### config.mk
export PLATFORM = sky130hd
export DESIGN_NAME = bcd_nines_sub
export DESIGN_NICKNAME = d
export VERILOG_FILES = /design/src/rtl/bcd_sub_pkg.sv /design/src/rtl/bcd_digit_add.sv /design/src/rtl/bcd_ripple_add.sv /design/src/rtl/bcd_nines_vec.sv /design/src/rtl/bcd_nines_sub.sv
export SDC_FILE = /design/constraint.sdc
export NUM_CORES = 1
export LEC_CHECK = 0
export ABC_CLOCK_PERIOD_IN_PS = 9050
export BUFFER_PORTS_ARGS = -buffer_cell sky130_fd_sc_hd__buf_2
export CAP_MARGIN = 40
export CORE_ASPECT_RATIO = 1.75
export CORE_MARGIN = 2
export CORE_UTILIZATION = 40
export CTS_CLUSTER_SIZE = 30
export DETAILED_ROUTE_END_ITERATION = 8
export PLACE_DENSITY = 0.58
export SKIP_CTS_REPAIR_TIMING = 1
export SYNTH_ARGS = -nofsm -noshare
export SYNTH_HDL_FRONTEND = slang
export SYNTH_HIERARCHICAL = 1
export SYNTH_SLANG_ARGS = --single-unit
### constraint.sdc
create_clock -name clk -period 9.05 [get_ports clk]
set_input_delay 1.3575 -clock clk [delete_from_list [all_inputs] [get_ports clk]]
set_output_delay 1.3575 -clock clk [all_outputs]
set_load 0.05 [all_outputs]
### src/rtl/bcd_sub_pkg.sv
package bcd_sub_pkg;
   typedef logic [3:0] bcd_digit_t;

   localparam bcd_digit_t BCD_TOP = 4'd9;

   // Digit-wise nines complement: no borrow between digits.
   function automatic bcd_digit_t nine_of(input bcd_digit_t d);
      return BCD_TOP - d;
   endfunction

   function automatic logic digit_bad(input bcd_digit_t d);
      return d > BCD_TOP;
   endfunction
endpackage

### src/rtl/bcd_digit_add.sv
module bcd_digit_add
   import bcd_sub_pkg::*;
(
   input  bcd_digit_t a,
   input  bcd_digit_t b,
   input  logic       ci,
   output bcd_digit_t s,
   output logic       co
);
   logic [4:0] raw;

   assign raw = {1'b0, a} + {1'b0, b} + {4'b0000, ci};
   // decimal correction: above nine wraps by adding six, carry out
   assign co  = raw > 5'd9;
   assign s   = co ? (raw[3:0] + 4'd6) : raw[3:0];
endmodule

### src/rtl/bcd_ripple_add.sv
module bcd_ripple_add #(
   parameter int DIGITS = 4,
   localparam int W     = 4 * DIGITS
) (
   input  logic [W-1:0] a,
   input  logic [W-1:0] b,
   input  logic         ci,
   output logic [W-1:0] sum,
   output logic         co
);
   logic [DIGITS:0] carry;

   assign carry[0] = ci;

   for (genvar i = 0; i < DIGITS; i++) begin : g_digit
      bcd_digit_add i_digit (
         .a  (a[4*i +: 4]),
         .b  (b[4*i +: 4]),
         .ci (carry[i]),
         .s  (sum[4*i +: 4]),
         .co (carry[i+1])
      );
   end

   assign co = carry[DIGITS];
endmodule

### src/rtl/bcd_nines_vec.sv
module bcd_nines_vec
   import bcd_sub_pkg::*;
#(
   parameter int DIGITS = 4,
   localparam int W     = 4 * DIGITS
) (
   input  logic [W-1:0] din,
   output logic [W-1:0] dout
);
   for (genvar i = 0; i < DIGITS; i++) begin : g_digit
      assign dout[4*i +: 4] = nine_of(din[4*i +: 4]);
   end
endmodule

### src/rtl/bcd_nines_sub.sv
module bcd_nines_sub
   import bcd_sub_pkg::*;
#(
   parameter int DIGITS = 4,
   localparam int W     = 4 * DIGITS
) (
   input  logic         clk,
   input  logic         rst_n,
   input  logic         start,
   input  logic         tens_mode,
   input  logic [W-1:0] minuend,
   input  logic [W-1:0] subtrahend,
   output logic [W-1:0] magnitude,
   output logic         negative,
   output logic         invalid,
   output logic         done
);
   localparam logic [W-1:0] ZERO_V = '0;

   if (DIGITS < 1) begin : g_bad_digits
      $error("bcd_nines_sub: DIGITS must be at least 1");
   end

   // ---------------- stage 1: complement and first addition -------------
   logic [W-1:0]      sub_nc;
   logic [W-1:0]      sum1;
   logic              cout1;
   logic [DIGITS-1:0] bad_dig;

   bcd_nines_vec #(.DIGITS(DIGITS)) i_sub_nc (
      .din  (subtrahend),
      .dout (sub_nc)
   );

   bcd_ripple_add #(.DIGITS(DIGITS)) i_add1 (
      .a   (minuend),
      .b   (sub_nc),
      .ci  (tens_mode),
      .sum (sum1),
      .co  (cout1)
   );

   for (genvar i = 0; i < DIGITS; i++) begin : g_chk
      assign bad_dig[i] = digit_bad(minuend[4*i +: 4])
                        | digit_bad(subtrahend[4*i +: 4]);
   end

   logic         s1_valid;
   logic [W-1:0] s1_sum;
   logic         s1_cout;
   logic         s1_tens;
   logic         s1_bad;

   always_ff @(posedge clk or negedge rst_n) begin
      if (!rst_n) begin
         s1_valid <= 1'b0;
         s1_sum   <= '0;
         s1_cout  <= 1'b0;
         s1_tens  <= 1'b0;
         s1_bad   <= 1'b0;
      end else begin
         s1_valid <= start;
         if (start) begin
            s1_sum  <= sum1;
            s1_cout <= cout1;
            s1_tens <= tens_mode;
            s1_bad  <= |bad_dig;
         end
      end
   end

   // ---------------- stage 2: end-around carry or re-complement ---------
   logic [W-1:0] sum_nc;
   logic [W-1:0] fix_in;
   logic         fix_ci;
   logic [W-1:0] mag_next;
   logic         cout2;
   logic         neg_next;

   bcd_nines_vec #(.DIGITS(DIGITS)) i_sum_nc (
      .din  (s1_sum),
      .dout (sum_nc)
   );

   // Positive: keep the sum. Negative: use its nines complement.
   // The increment is the end-around carry (nines mode, positive)
   // or the plus-one of the tens complement (tens mode, negative).
   assign fix_in = s1_cout ? s1_sum : sum_nc;
   assign fix_ci = s1_tens ? ~s1_cout : s1_cout;

   bcd_ripple_add #(.DIGITS(DIGITS)) i_add2 (
      .a   (fix_in),
      .b   (ZERO_V),
      .ci  (fix_ci),
      .sum (mag_next),
      .co  (cout2)
   );

   // No top carry means negative, except that a zero magnitude is never signed.
   assign neg_next = ~s1_cout & (mag_next != ZERO_V);

   always_ff @(posedge clk or negedge rst_n) begin
      if (!rst_n) begin
         magnitude <= '0;
         negative  <= 1'b0;
         invalid   <= 1'b0;
         done      <= 1'b0;
      end else begin
         done <= s1_valid;
         if (s1_valid) begin
            magnitude <= mag_next;
            negative  <= neg_next;
            invalid   <= s1_bad;
         end
      end
   end

   // ---------------- assertions ----------------------------------------
   AST_NO_FINAL_CARRY: assert property (@(posedge clk) disable iff (!rst_n)
      (s1_valid && !s1_bad) |-> !cout2);

   AST_NO_NEG_ZERO: assert property (@(posedge clk) disable iff (!rst_n)
      negative |-> (magnitude != ZERO_V));

   AST_DONE_LATENCY: assert property (@(posedge clk) disable iff (!rst_n)
      done == $past(start, 2));

   AST_HOLD_OUTPUTS: assert property (@(posedge clk) disable iff (!rst_n)
      !done |-> ($stable(magnitude) && $stable(negative) && $stable(invalid)));

   for (genvar i = 0; i < DIGITS; i++) begin : g_ast
      AST_MAG_DIGIT: assert property (@(posedge clk) disable iff (!rst_n)
         (done && !invalid) |-> (magnitude[4*i +: 4] <= BCD_TOP));
   end
endmodule

==> qor.yml <==
gp_congestion: 0.7721
synth.top_cells.by_area: "dfrtp_1 (26%), mux2_2 (15%), ha_1 (13%)"
cts_root_buf: "clkbuf_16"
die_area_mm2: 0.01021
wl_per_cell_um: 12.65
finalSetupTns_ns: 0
drive_above_1_share_pct: 32.93
hold_path.class: "register to register"
port_buffers: 54
fmax_ghz: 0.1183
overflow: 0
grt_max_degree: 22
r2r_end: "negative"
clk_path_buf_depth: 2
synthCells: 340
setup_viol: 0
wirelength_um: 6706
layout_min_cycle_time_ns: 8.454
boundaryPins: 55
dp_hpwl_um: 5774
crit_slowest_cell: "fa_1"
insertion_delay_ns: 0.28
r2r_slack_ns: 0.60
report.final.slew_viol_count: 0
dr.pass1.iters: 4
htree_levels: 2
maxCapViolCount: 0
grt_pass1_vias: 2792
drt_iter0_drc: 58
path_class: "register to register"
cts_tree: "built"
arrival_ns: 8.62
drt.antenna.violating_nets: 0
grt_pass1_wl_um: 12210
seq_area_frac_synth_pct: 25.98
final.period_utilization_pct: 93.42
cp_max_fo: 3
cts_buffers: 5
areaGrowthSynthToFinish_pct: 15.16
synth-seq-cells: 39
critPathRequiredTime_ns: 9.21
reg2reg_from: "s1_cout"
tightest_slew_ns: 0.7614
antenna_found_initial: 0
start_kind: "register"
via_per_inst: 5.062
final_cell_mix: "buf_2 (54), mux2_2 (51), inv_1 (40), ha_1 (40), dfrtp_1 (39)"
core_area_mm2: 0.009094
yosysTopAreaCellShare_pct: 25.98
min_from: "magnitude[5]"
rr_worst_depth: 29
die_h_um: 132.2
slew_headroom_pct: 49.24
clock_sinks: 39
grt.total_usage_pct: 14.41
final_common_cell: "buf_2"
cp_slowest_stage_delay_ns: 0.47
synth_top_area_cell: "dfrtp_1"
hold_depth: 1
startpoint: "s1_cout"
rsz0062_at_grt: "false"
end_kind: "register"
skew_ns: 0.005307
syn_area_mm2: 0.003756
timing.hold.ws_ns: 0.4979
hold_viol: 0
via_count: 2683
dieWidth_um: 77.25
placed_cells: 522
clk_pin_slew_ns: 0.06
outcome: "finished clean"
final_nets: 501
rows: 46
netlist-cell-type-count: 28
drt_drc_violations_left: 0
synth_warnings: 6
fin_cells: 530
avgSynthCellArea_um2: 11.05
hold_path_end: "magnitude[5]"
diodes: 0
cpMostUsedCell: "fa_1"
start_util_pct: 41.30
final_util_pct: 47.56
synth_stat cells (all sizes together):
master,n
nand2,1
buf,14
a21oi,24
fa,16
xor2,9
o22ai,8
nand3,9
conb,1
a41oi,1
o21ai,8
o32a,1
nor2b,8
inv,40
xnor2,16
o31ai,8
nor4,4
a31o,8
dfrtp,39
a2111oi,8
a21o,8
and3,8
ha,40
mux2,52
mux2i,8
nand4,1
per-stage QoR:
stage	cell area, um2	setup slack [ns]
floorplan	3827	0.9113
global placement	4160	0.5300
detailed placement	4188	0.2953
CTS	4325	0.4938
global route	4325	0.009959
finish	4325	0.5956
cell type report:
class,count,area (um2)
Fill cell,900,4768
Multi-Input combinational cell,266,2599
Sequential cell,39,975.9
Timing Repair Buffer,57,312.8
Inverter,40,150.1
Tap cell,120,150.1
Clock buffer,7,132.6
Clock inverter,1,5.005
routing by layer:
layer	track usage, %	vias to the layer above	wire, um
li1	-	1349	-
met3	1.370	8	217
met4	5.952	0	120
met1	15.83	1272	2677
met5	0	-	0
met2	27.54	54	3691
flip-flops by register name, summed over array words and instances, names as in the netlist:
register and flops:
done 1, invalid 1, magnitude 16, negative 1, s1_bad 1, s1_cout 1, s1_sum 16, s1_tens 1
s1_valid 1
cells by family after synthesis:
group / after synthesis / synth area share, %
AND/OR/NAND/NOR: 31 / 5.463
other: 1 / 0.09984
buffers and inverters: 54 / 6.729
XOR/XNOR: 25 / 5.829
adder cells (fa/ha/maj): 56 / 21.85
multiplexers: 60 / 17.82
AO/OA/AOI/OAI: 74 / 16.22
flip-flops: 39 / 25.98
how the worst max path moves through the flow:
stage	end	slack, ns	depth (start not counted)
floorplan	s1_sum[15]	0.91	27
global placement	s1_sum[15]	0.53	27
CTS	negative	0.49	29
finish	negative	0.60	29
detailed placement	s1_sum[15]	0.30	27
global route	negative	0.01	29
critical path: cells and delay by family, from the launching register on:
kind	cells	cell delay, ns
XOR/XNOR	4	0.95
AO/OA/AOI/OAI	9	1.64
multiplexers	2	0.63
adder cells (fa/ha/maj)	12	4.39
AND/OR/NAND/NOR	2	0.34
flip-flops	1	0.37
Power is not shown: default switching activity piles up to over one toggle a cycle in this logic, so the estimate is an artifact.
